<file path="src/rtl/mrc_pkg.sv">
package mrc_pkg;

    typedef enum logic [2:0] {
        P_LOCAL = 3'd0,
        P_XPOS  = 3'd1,
        P_XNEG  = 3'd2,
        P_YPOS  = 3'd3,
        P_YNEG  = 3'd4
    } port_e;

    typedef enum logic [2:0] {
        TAG_FREE = 3'd0,
        TAG_YLO  = 3'd1,
        TAG_YHI  = 3'd2,
        TAG_XLO  = 3'd3,
        TAG_XHI  = 3'd4
    } tag_e;

    typedef enum logic [1:0] {
        ST_IDLE,
        ST_EJECT,
        ST_DOR,
        ST_SIDESTEP
    } state_e;

endpackage

</file>
<file path="src/rtl/mrc_dor_dir.sv">
module mrc_dor_dir #(
    parameter int DW = 6
) (
    input  logic signed [DW-1:0] cx,
    input  logic signed [DW-1:0] cy,
    input  logic signed [DW-1:0] tx,
    input  logic signed [DW-1:0] ty,
    output mrc_pkg::port_e       dir,
    output logic signed [DW-1:0] nx,
    output logic signed [DW-1:0] ny,
    output logic                 at_dst,
    output logic                 x_travel
);
    import mrc_pkg::*;

    always_comb begin
        at_dst   = (cx == tx) && (cy == ty);
        x_travel = (cx != tx);
        nx       = cx;
        ny       = cy;
        dir      = P_LOCAL;
        if (tx > cx) begin
            dir = P_XPOS;
            nx  = cx + DW'(1);
        end else if (tx < cx) begin
            dir = P_XNEG;
            nx  = cx - DW'(1);
        end else if (ty > cy) begin
            dir = P_YPOS;
            ny  = cy + DW'(1);
        end else if (ty < cy) begin
            dir = P_YNEG;
            ny  = cy - DW'(1);
        end
    end

endmodule

</file>
<file path="src/rtl/mrc_block_hit.sv">
module mrc_block_hit #(
    parameter int DW = 6
) (
    input  logic                 en,
    input  logic signed [DW-1:0] px,
    input  logic signed [DW-1:0] py,
    input  logic signed [DW-1:0] bx,
    input  logic signed [DW-1:0] by,
    input  logic signed [DW-1:0] bw,
    input  logic signed [DW-1:0] bh,
    output logic                 hit
);
    logic in_x;
    logic in_y;

    always_comb begin
        in_x = (px >= bx) && (px < bx + bw);
        in_y = (py >= by) && (py < by + bh);
        hit  = en && in_x && in_y;
    end

endmodule

</file>
<file path="src/rtl/mrc_side_pick.sv">
module mrc_side_pick #(
    parameter int DW = 6
) (
    input  logic signed [DW-1:0] cx,
    input  logic signed [DW-1:0] cy,
    input  logic signed [DW-1:0] tx,
    input  logic signed [DW-1:0] ty,
    input  logic signed [DW-1:0] bx,
    input  logic signed [DW-1:0] by,
    input  logic signed [DW-1:0] bw,
    input  logic signed [DW-1:0] bh,
    input  mrc_pkg::tag_e        tag,
    input  logic                 x_travel,
    output mrc_pkg::port_e       side
);
    import mrc_pkg::*;

    logic signed [DW-1:0] pos_edge;
    logic signed [DW-1:0] neg_edge;
    logic signed [DW-1:0] here;
    logic signed [DW-1:0] goal;
    logic signed [DW-1:0] pos_len;
    logic signed [DW-1:0] neg_len;
    logic                 pos_wins;

    // Lengths of the two candidate paths around the block
    always_comb begin
        if (x_travel) begin
            pos_edge = by + bh;
            neg_edge = by - DW'(1);
            here     = cy;
            goal     = ty;
        end else begin
            pos_edge = bx + bw;
            neg_edge = bx - DW'(1);
            here     = cx;
            goal     = tx;
        end
        pos_len = (pos_edge - here)
                + ((goal >= pos_edge) ? (goal - pos_edge) : (pos_edge - goal));
        neg_len = (here - neg_edge)
                + ((goal >= neg_edge) ? (goal - neg_edge) : (neg_edge - goal));
        pos_wins = (pos_len <= neg_len);
    end

    // Edge tag overrides the comparison when only one side exists
    always_comb begin
        if (x_travel) begin
            case (tag)
                TAG_YLO: side = P_YPOS;
                TAG_YHI: side = P_YNEG;
                default: side = pos_wins ? P_YPOS : P_YNEG;
            endcase
        end else begin
            case (tag)
                TAG_XLO: side = P_XPOS;
                TAG_XHI: side = P_XNEG;
                default: side = pos_wins ? P_XPOS : P_XNEG;
            endcase
        end
    end

endmodule

</file>
<file path="src/rtl/mesh_route_unit.sv">
module mesh_route_unit #(
    parameter int COORD_W = 3
) (
    input  logic               clk,
    input  logic               rst_n,
    input  logic               req_valid,
    input  logic [COORD_W-1:0] cur_x,
    input  logic [COORD_W-1:0] cur_y,
    input  logic [COORD_W-1:0] dst_x,
    input  logic [COORD_W-1:0] dst_y,
    input  logic               detour_in,
    input  logic               obs_valid,
    input  logic [COORD_W-1:0] obs_x,
    input  logic [COORD_W-1:0] obs_y,
    input  logic [COORD_W-1:0] obs_w,
    input  logic [COORD_W-1:0] obs_h,
    input  logic [2:0]         obs_tag,
    output logic               rsp_valid,
    output logic [2:0]         out_port,
    output logic               out_vc,
    output logic               detour_out
);
    import mrc_pkg::*;

    localparam int DW  = COORD_W + 3;
    localparam int PAD = DW - COORD_W;

    logic signed [DW-1:0] cx, cy, tx, ty, bx, by, bw, bh;
    logic signed [DW-1:0] nx, ny;
    port_e                dor_dir;
    port_e                side_dir;
    port_e                port_d;
    port_e                port_q;
    logic                 at_dst;
    logic                 x_travel;
    logic                 blocked;
    logic                 det_d;
    logic                 det_q;
    state_e               st_d;
    state_e               st_q;
    tag_e                 tag;

    always_comb begin
        cx  = $signed({{PAD{1'b0}}, cur_x});
        cy  = $signed({{PAD{1'b0}}, cur_y});
        tx  = $signed({{PAD{1'b0}}, dst_x});
        ty  = $signed({{PAD{1'b0}}, dst_y});
        bx  = $signed({{PAD{1'b0}}, obs_x});
        by  = $signed({{PAD{1'b0}}, obs_y});
        bw  = $signed({{PAD{1'b0}}, obs_w});
        bh  = $signed({{PAD{1'b0}}, obs_h});
        tag = tag_e'(obs_tag);
    end

    mrc_dor_dir #(.DW(DW)) u_dor (
        .cx(cx), .cy(cy), .tx(tx), .ty(ty),
        .dir(dor_dir), .nx(nx), .ny(ny),
        .at_dst(at_dst), .x_travel(x_travel)
    );

    mrc_block_hit #(.DW(DW)) u_hit (
        .en(obs_valid), .px(nx), .py(ny),
        .bx(bx), .by(by), .bw(bw), .bh(bh),
        .hit(blocked)
    );

    mrc_side_pick #(.DW(DW)) u_side (
        .cx(cx), .cy(cy), .tx(tx), .ty(ty),
        .bx(bx), .by(by), .bw(bw), .bh(bh),
        .tag(tag), .x_travel(x_travel),
        .side(side_dir)
    );

    // Next decision class and the data it carries
    always_comb begin
        if (at_dst) begin
            st_d   = ST_EJECT;
            port_d = P_LOCAL;
            det_d  = 1'b0;
        end else if (blocked) begin
            st_d   = ST_SIDESTEP;
            port_d = side_dir;
            det_d  = 1'b1;
        end else begin
            st_d   = ST_DOR;
            port_d = dor_dir;
            det_d  = detour_in & obs_valid;
        end
    end

    // State register
    always_ff @(posedge clk) begin
        if (!rst_n) begin
            st_q <= ST_IDLE;
        end else begin
            st_q <= req_valid ? st_d : ST_IDLE;
        end
    end

    // Result register
    always_ff @(posedge clk) begin
        if (!rst_n) begin
            port_q <= P_LOCAL;
            det_q  <= 1'b0;
        end else if (req_valid) begin
            port_q <= port_d;
            det_q  <= det_d;
        end
    end

    // Outputs
    always_comb begin
        unique case (st_q)
            ST_IDLE: begin
                rsp_valid  = 1'b0;
                out_port   = port_q;
                out_vc     = 1'b0;
                detour_out = det_q;
            end
            ST_EJECT: begin
                rsp_valid  = 1'b1;
                out_port   = P_LOCAL;
                out_vc     = 1'b0;
                detour_out = 1'b0;
            end
            ST_DOR, ST_SIDESTEP: begin
                rsp_valid  = 1'b1;
                out_port   = port_q;
                out_vc     = det_q && ((port_q == P_YPOS) || (port_q == P_YNEG));
                detour_out = det_q;
            end
        endcase
    end

endmodule

</file>
<file path="config.mk">
export PLATFORM = sky130hd
export DESIGN_NAME = mesh_route_unit
export DESIGN_NICKNAME = d
export VERILOG_FILES = /design/src/rtl/mrc_pkg.sv /design/src/rtl/mrc_dor_dir.sv /design/src/rtl/mrc_block_hit.sv /design/src/rtl/mrc_side_pick.sv /design/src/rtl/mesh_route_unit.sv
export SDC_FILE = /design/constraint.sdc
export NUM_CORES = 1
export LEC_CHECK = 0
export BUFFER_PORTS_ARGS = -buffer_cell sky130_fd_sc_hd__buf_2
export CORE_MARGIN = 2
export CORE_UTILIZATION = 30
export DETAILED_ROUTE_END_ITERATION = 7
export GPL_ROUTABILITY_DRIVEN = 0
export REMOVE_ABC_BUFFERS = 1
export SETUP_SLACK_MARGIN = 0.3
export SLEW_MARGIN = 10
export SYNTH_ARGS = -nofsm -noshare
export SYNTH_HDL_FRONTEND = slang
export SYNTH_HIERARCHICAL = 1
export SYNTH_SLANG_ARGS = --single-unit
</file>
<file path="constraint.sdc">
create_clock -name clk -period 16.25 [get_ports clk]
set_input_delay 3.25 -clock clk [delete_from_list [all_inputs] [get_ports clk]]
set_output_delay 3.25 -clock clk [all_outputs]
set_load 0.01 [all_outputs]
</file>
Word level (Yosys, flattened, before mapping):

Index checks and enable logic that the tools add are counted.

* bitwise gates (word level): 3
* $add $sub $neg: 16
* eq/ne operators: 12
* mux-type cells: 31
* reduce and logical (&&, ||, !) cells: 14
* order comparisons: 11

Operators by type and width (count)
* two-way mux 6 bit: 10
* two-way mux 3 bit: 10
* one-hot mux 3 bit (2 select lines): 3
* subtractor 4 x 6 -> 6 bit: 3
* subtractor 6 x 4 -> 6 bit: 3
* subtractor 3 x 1 -> 4 bit (second input constant): 4
* adder 6 bit: 2
* greater-or-equal comparator 4 x 6 -> 1 bit: 2
* greater-or-equal comparator 6 x 4 -> 1 bit: 2
* less-than comparator 6 bit: 2
* equality test 3 x 2 -> 1 bit (second input constant): 3
* OR reduction 3 bit: 3
* adder 3 x 1 -> 4 bit (second input constant): 2
* adder 3 x 3 -> 4 bit: 2
* equality test 3 bit: 2
* equality test 3 bit (second input constant): 2
* > comparator 3 bit: 2
* less-or-equal comparator 6 bit: 1
* logical AND 1 bit: 6
* less-than comparator 3 bit: 2
* one-hot mux 1 bit (2 select lines): 3
* equality test 2 bit (second input constant): 2
* two-way mux 1 bit: 4
* OR reduction 2 bit: 2
* 9 further kinds: 10

* word-level logic and storage cells: 91
* register bits: 6
* bits of input ports: 32

Depth between registers and ports, before layout:

Gate-level depths: netlist of run 1.

* word-level depth: 11
* depth in mapped cells: 35
* mapped depth without buffers: 31

Cells and area by module:

Netlist of run 1, hierarchy kept.

Modules (own cells, without submodules)
* mrc_side_pick: instances 1, area each 2528.7 um^2, cells an instance 314, sequential area each 0.0 um^2
* mrc_block_hit: instances 1, area each 919.6 um^2, cells an instance 111, sequential area each 0.0 um^2
* mrc_dor_dir: instances 1, area each 815.8 um^2, cells an instance 105, sequential area each 0.0 um^2
* mesh_route_unit: instances 1, area each 291.5 um^2, cells an instance 32, sequential area each 120.1 um^2

Worst setup path after synthesis of run 1:

No wires, ideal clock.

* kind: input to register
* start: input cur_x[2]
* end: register port_q[0]
* slack: 6466 ps
* stages: 31
* data arrival time: 9714 ps
* path buffers: 4
* cell sequence: inv_1 ha_1 and3_2 nand4_4 buf_6 clkbuf_1 buf_2 mux2i_1 inv_1 fa_1 a21oi_1 o21bai_1 o21a_1 clkbuf_1 mux2_2 fa_1 ha_1 a21oi_1 nor2b_1 o21ai_0 a21oi_1 xnor3_1 xnor2_1 ha_1 a211oi_1 nand2_1 o21ai_1 o21ai_0 a311oi_1 mux2i_1 o2bb2ai_1

* cells in the longest elaborated chain, start to end: 11
* elaborated cells between the ends (all ways): 45

Ends and longest elaborated chain
* start: declaration: RTL line mesh_route_unit.sv:7 `input logic [COORD_W-1:0] cur_x,`
* inequality test 3 bit *: RTL line mrc_dor_dir.sv:18 `x_travel = (cx != tx);`
* named net x_travel: RTL line mesh_route_unit.sv:35 `logic x_travel;`
* two-way mux 6 bit or two-way mux 3 bit (tied branches): RTL line mrc_side_pick.sv:28 `if (x_travel) begin`
* subtractor 6 x 4 -> 6 bit, or another cell as far along: RTL line mrc_side_pick.sv:40 `+ ((goal >= pos_edge) ? (goal - pos_edge) : (pos_edge - goal));`
* two-way mux 6 bit, on equally long branches: RTL line mrc_side_pick.sv:40, mrc_side_pick.sv:42
* adder 6 bit, on equally long branches: RTL line mrc_side_pick.sv:40, mrc_side_pick.sv:42
* less-or-equal comparator 6 bit: RTL line mrc_side_pick.sv:43 `pos_wins = (pos_len <= neg_len);`
* two-way mux 2 bit or two-way mux 3 bit (tied branches): RTL line mrc_side_pick.sv:58, mrc_side_pick.sv:52
* one-hot mux 3 bit (2 select lines), on equally long branches: RTL line mrc_side_pick.sv:55, mrc_side_pick.sv:49
* two-way mux 3 bit *: RTL line mrc_side_pick.sv:48 `if (x_travel) begin`
* named net side_dir[0]: RTL line mesh_route_unit.sv:31 `port_e side_dir;`
* two-way mux 3 bit *: RTL line mesh_route_unit.sv:80 `end else if (blocked) begin`
* two-way mux 3 bit *: RTL line mesh_route_unit.sv:76 `if (at_dst) begin`
* end signal: assignment: RTL line mesh_route_unit.sv:106 `port_q <= port_d;`
* end: declaration: RTL line mesh_route_unit.sv:33 `port_e port_q;`

The timed path passes the listed nets; every way through them passes the cells marked *.
A chain may end at the register's enable or synchronous reset.

Worst setup path after layout of run 1:

Same ends and word-level chain as after synthesis.

==> impl_metrics.ini, run 1 <==
[outcome]
status = finished clean

[power_and_ir_drop]
intPower_uw = 303
power_frac_clock_pct = 6.5
power_density_mw_per_mm2 = 117
swShare_pct = 50.9
power_frac_seq_pct = 2.8
p_switching_uw = 315
ir_drop_mv = 0.126
total_leakage_power_uw = 0.00277
power_frac_comb_pct = 90.8

[worst_setup_path]
rr_worst_depth = 1
worst-endpoint-arrival_ps = 10500
setup.worst_path.end = port_q[0]$_SDFFE_PN0P_
critPathMaxFanout = 45
reg2reg_from = port_q[0]$_SDFFE_PN0P_
path_depth = 28
slowest_delay_ps = 850
end_kind = flip-flop
critPathLaunch = cur_x[2]
rrSetupSlack_ps = 15670
critPathBufInv = 3
cp_data_required_time_ps = 16410
crit_path_top_delay_cell = mux2i_1
critPathLaunchType = input port
cpLargestDelayFamily = compound AO/OA/AOI/OAI gates
r2r-end = port_q[0]$_SDFFE_PN0P_
crit_type = in -> reg

[finish]
diodes = 0
stdcell_area_mm2 = 0.00530
layout_common_cells = 100 x ha_1, 88 x inv_1, 80 x conb_1, 37 x a21oi_1, 37 x buf_2
fin_nets = 824
fin_cells = 860
layout_commonest_cell = ha_1
layout-drive-gt1-share_pct = 10.6
syn_to_final_growth_pct = 16.3

[detailed_routing]
drtIter0Drc = 127
viasPerCell = 4.58
firstDrtPassIters = 4
drt-total-wl_mm = 10.3
wl_per_cell_um = 12.0
vias = 3937
drtAntennaViolNets = 0
remaining_drc_errors = 0

[placed_design]
port_buffers = 37
dpl.cell_count = 857
post-dp-hpwl_mm = 9.22
post_dp_cell_area_mm2 = 0.00522

[grt]
antenna_found_initial = 0
grt_pass1_vias = 3841
grt_max_degree = 46
grt_pass1_wl_mm = 18.1
grt_overflow = 0
groute.usage.overall_pct = 13.2

[synth]
yosysUniqueCellTypes = 69
synth_area_leaders = ha_1 27%, fa_1 7.9%, inv_1 7.3%, xnor2_1 6.5%, mux2i_1 5.7%
synth.avg_cell_area_um2 = 8.11
yosysTopAreaCell = ha_1
synth-edff-count = 0
yosysTopAreaCellShare_pct = 27.5
ys.flop_type = dfxtp_1
synthCells = 562
synthAdderAreaFrac_pct = 35.4
syn_area_mm2 = 0.00456
synth_compound_area_share_pct = 20.5
synth_mux_area_share_pct = 7.44
ys_seq_area_share_pct = 2.64
yosys.area_share.simple_pct = 15.6
synth-warning-count = 6
synth_xor_area_share_pct = 9.91
synth_top_family_by_area = adder cells
synthArstFlopShare_pct = 0
ys_ff_latch = 6

[timing]
layout_min_cycle_time_ps = 10340
worst_pin_slew_ps = 848
slew_viol_final = 0
min_period_over_period_pct = 63.6
hold_viol_final = 0
fmax_ghz = 0.0967
setup_tns_ps = 0
setup_violations = 0
rsz0062_at_grt = false
slew-limit-headroom_pct = 43.3
fin_skew_ps = 0

[floorplan]
dieArea_mm2 = 0.0162
die_w_um = 127
io_pins = 38
core_area_mm2 = 0.0150
die_h_um = 127
rows = 45
start_util_pct = 30.3

[cts]
clock_sinks = 6
cts_tree = done
clkTransAtPathRegs_ps = 30
htree_levels = 1
clk_latency_ps = 230
numCtsBuffers = 3
cts_resized = 0
post_cts_buffers = 0
clock_path_buffers = 2
cts_root_buf = clkbuf_16
hold_buffers = 0

[worst_hold_path]
min_from = det_q$_SDFFE_PN0P_
hp-class = reg -> reg

[job]
max-cap-violations = 0
-- routing by layer --
metal  GRT usage [%]  routed length, um
met1            17.2               4830
met2            24.8               5190
met3           0.712                211
met4            1.81                 62
met5               0                  0
-- cells in the mapped netlist, types with 3 or more instances --
cell type / n
a211oi_1: 5
a21o_1: 14
a21oi_1: 37
a21oi_2: 3
a31oi_1: 10
and2_1: 3
clkbuf_1: 4
dfxtp_1: 6
fa_1: 18
ha_1: 100
inv_1: 88
mux2_2: 7
mux2i_1: 26
nand2_1: 26
nand2b_1: 8
nand3_1: 8
nand3b_1: 6
nand4_1: 7
nor2_1: 23
nor2b_1: 10
nor3_1: 9
nor3_2: 3
o21a_1: 3
o21ai_0: 23
o21ai_1: 5
o21bai_1: 7
o2bb2ai_1: 4
xnor2_1: 34
xor2_1: 15
-- area by class of cell --
class	instances	area [um^2]
tap	188	235
sequential	6	120
inverter	89	334
fill	1573	9740
timing repair buffer	37	185
multi-input combinational	537	4350
clock buffer	3	75.1
-- sequential cells by signal, summed over array words and instances (netlist names) --
register / count
port_q: 3
st_q: 2
det_q: 1
-- stage by stage --
| stage | total power (uW) | util (%) | hold WS (ps) | setup WS (ps) |
|---|---|---|---|---|
| after floorplan | 471 | - | 446 | 6830 |
| after global placement | 569 | 34.7 | 474 | 5770 |
| after detailed placement | 573 | 34.7 | 483 | 5650 |
| after CTS | 618 | 35.2 | 489 | 5890 |
| after global routing | 710 | 35.2 | 515 | 5170 |
| final | 618 | 35.2 | 492 | 5910 |
-- worst min-delay path by stage --
stage	end	slack, ps	cells past startpoint
global placement	det_q$_SDFFE_PN0P_	470	1
floorplan	det_q$_SDFFE_PN0P_	450	1
detailed placement	port_q[2]$_SDFFE_PN0P_	480	1
finish	det_q$_SDFFE_PN0P_	490	1
global route	det_q$_SDFFE_PN0P_	510	1
CTS	port_q[2]$_SDFFE_PN0P_	490	1
-- power by group through the flow --
stage	sequential, uW	clock, uW	combinational, uW
global placement	17.3	0	552
detailed placement	17.3	0	556
global route	17.3	42.2	651
finish	17.1	39.9	561
CTS	17.1	41.0	560
floorplan	16.9	0	455
-- cell families (layout without fill, tap and decap cells) --
group / count (synthesis) / count (layout)
multiplexers: 33 / 33
flip-flops: 6 / 6
other: 1 / 80
XOR/XNOR: 50 / 50
adder cells (fa/ha/maj): 118 / 118
AO/OA/AOI/OAI: 133 / 133
AND/OR/NAND/NOR: 123 / 123
buffers and inverters: 98 / 129
Note: power is estimated with default switching activity, not from simulation.
==> inputs of run 2 (changes only) <==
==> constraint.sdc (replaced) <==
create_clock -name clk -period 9.2 [get_ports clk]
set_input_delay 1.84 -clock clk [delete_from_list [all_inputs] [get_ports clk]]
set_output_delay 1.84 -clock clk [all_outputs]
set_load 0.01 [all_outputs]
==> run 2 against run 1 <==
Net effect:
- cell count is 0.70% higher
- critical path type unchanged
- utilization up 0.36 points
- global-route usage down 0.17 points
- final area grew 1.0%
- clock skew did not move
==> impl_metrics.ini, run 2 (synthesis results as in run 1) <==
[floorplan]
io_pins = 38
rows = 45
dieArea_mm2 = 0.0162
die_h_um = 127
start_util_pct = 30.3
core_area_mm2 = 0.0150
die_w_um = 127

[worst_setup_path]
cp_common_cell = ha_1
r2r-end = port_q[0]$_SDFFE_PN0P_
worst-endpoint-arrival_ps = 8420
cp_data_required_time_ps = 9350
end_kind = flip-flop
critPathMaxFanout = 14
slowest_delay_ps = 470
reg2reg_from = port_q[0]$_SDFFE_PN0P_
critPathBufInv = 5
critPathLaunchType = input port
rr_worst_depth = 1
path_depth = 30
crit_path_top_delay_cell = fa_1
rrSetupSlack_ps = 8600
cpLargestDelayFamily = compound AO/OA/AOI/OAI gates
crit_type = in -> reg

[finish]
diodes = 0
stdcell_area_mm2 = 0.00535
layout_common_cells = 100 x ha_1, 88 x inv_1, 80 x conb_1, 37 x a21oi_1, 37 x buf_2
fin_cells = 866
syn_to_final_growth_pct = 17.4
layout-drive-gt1-share_pct = 11.5
layout_commonest_cell = ha_1
largest_reg_flops = 3
fin_nets = 830
largest_register = port_q
reg_top3 = port_q (3), st_q (2), det_q (1)

[worst_hold_path]
hold_depth = 1
hp-class = reg -> reg
holdPathEnd = det_q$_SDFFE_PN0P_
min_from = det_q$_SDFFE_PN0P_

[timing]
layout_min_cycle_time_ps = 8270
slew_viol_final = 0
hold_viol_final = 0
fin_skew_ps = 0
setup_violations = 0
fmax_ghz = 0.121
worst_pin_slew_ps = 651
min_period_over_period_pct = 89.9
rsz0062_at_grt = false
setup_tns_ps = 0
slew-limit-headroom_pct = 56.4

[detailed_routing]
drtIter0Drc = 98
vias = 3969
drtAntennaViolNets = 0
viasPerCell = 4.58
wl_per_cell_um = 12.3
remaining_drc_errors = 0
firstDrtPassIters = 4
drt-total-wl_mm = 10.6

[placed_design]
post_dp_cell_area_mm2 = 0.00526
port_buffers = 37
dpl.cell_count = 862
post-dp-hpwl_mm = 9.33

[job]
max-cap-violations = 0

[grt]
grt_pass1_vias = 3760
grt_overflow = 0
antenna_found_initial = 0
grt_pass1_wl_mm = 17.7
groute.usage.overall_pct = 13.1
grt_max_degree = 23

[cts]
cts_tree = done
cts_root_buf = clkbuf_16
post_cts_buffers = 0
hold_buffers = 0
htree_levels = 1
clock_sinks = 6
clk_latency_ps = 220
clkTransAtPathRegs_ps = 30
numCtsBuffers = 3
clock_path_buffers = 2
cts_resized = 0

[outcome]
status = finished clean

[power_and_ir_drop]
power_density_mw_per_mm2 = 205
ir_drop_mv = 0.253
total_leakage_power_uw = 0.00280
run 2: cell types whose count changed in the layout (fill, tap and decap cells not counted):
cell     change
mux2i_2      +1
mux2i_1      -1
nand4_2      +1
buf_4        +5
run 2: area by class of cell:
cell class / count / area, um^2
inverters: 89 / 334
flip-flops and latches: 6 / 120
fillers: 1577 / 9680
repair buffers: 42 / 223
well taps: 188 / 235
clock buffers: 3 / 75.1
multi-input cells: 538 / 4360
run 2: how the worst max path moves through the flow:
stage	start	to
2_1_floorplan	cur_x[2]	port_q[0]$_SDFFE_PN0P_
3_3_place_gp	cur_x[2]	port_q[0]$_SDFFE_PN0P_
3_5_place_dp	cur_x[2]	port_q[0]$_SDFFE_PN0P_
4_1_cts	cur_x[2]	port_q[0]$_SDFFE_PN0P_
5_1_grt	cur_x[2]	port_q[1]$_SDFFE_PN0P_
6_report	cur_x[2]	port_q[0]$_SDFFE_PN0P_
run 2: power breakdown:
group / switching [uW] / total (uW) / leakage (uW) / internal, uW
clock: 13.8 / 69.5 / 0.0000370 / 55.7
combinational: 544 / 996 / 0.00271 / 452
sequential: 2.15 / 30.4 / 0.0000491 / 28.3
total: 560 / 1100 / 0.00280 / 536
run 2: stage by stage:
stage / power [uW] / hold slack, ps / util, % / setup slack, ps
floorplan: 833 / 446 / - / 1190
global route: 1250 / 504 / 35.6 / 306
global placement: 1010 / 472 / 35.0 / 748
finish: 1100 / 483 / 35.6 / 927
detailed placement: 1020 / 479 / 35.0 / 551
CTS: 1090 / 485 / 35.5 / 777
run 2: routing by layer:
layer,track usage (%),up-vias,part of all wire (%)
li1,-,2130,-
met1,17.6,1785,47
met2,24.0,48,50
met3,0.503,6,1.5
met4,1.29,0,0.75
met5,0,-,0
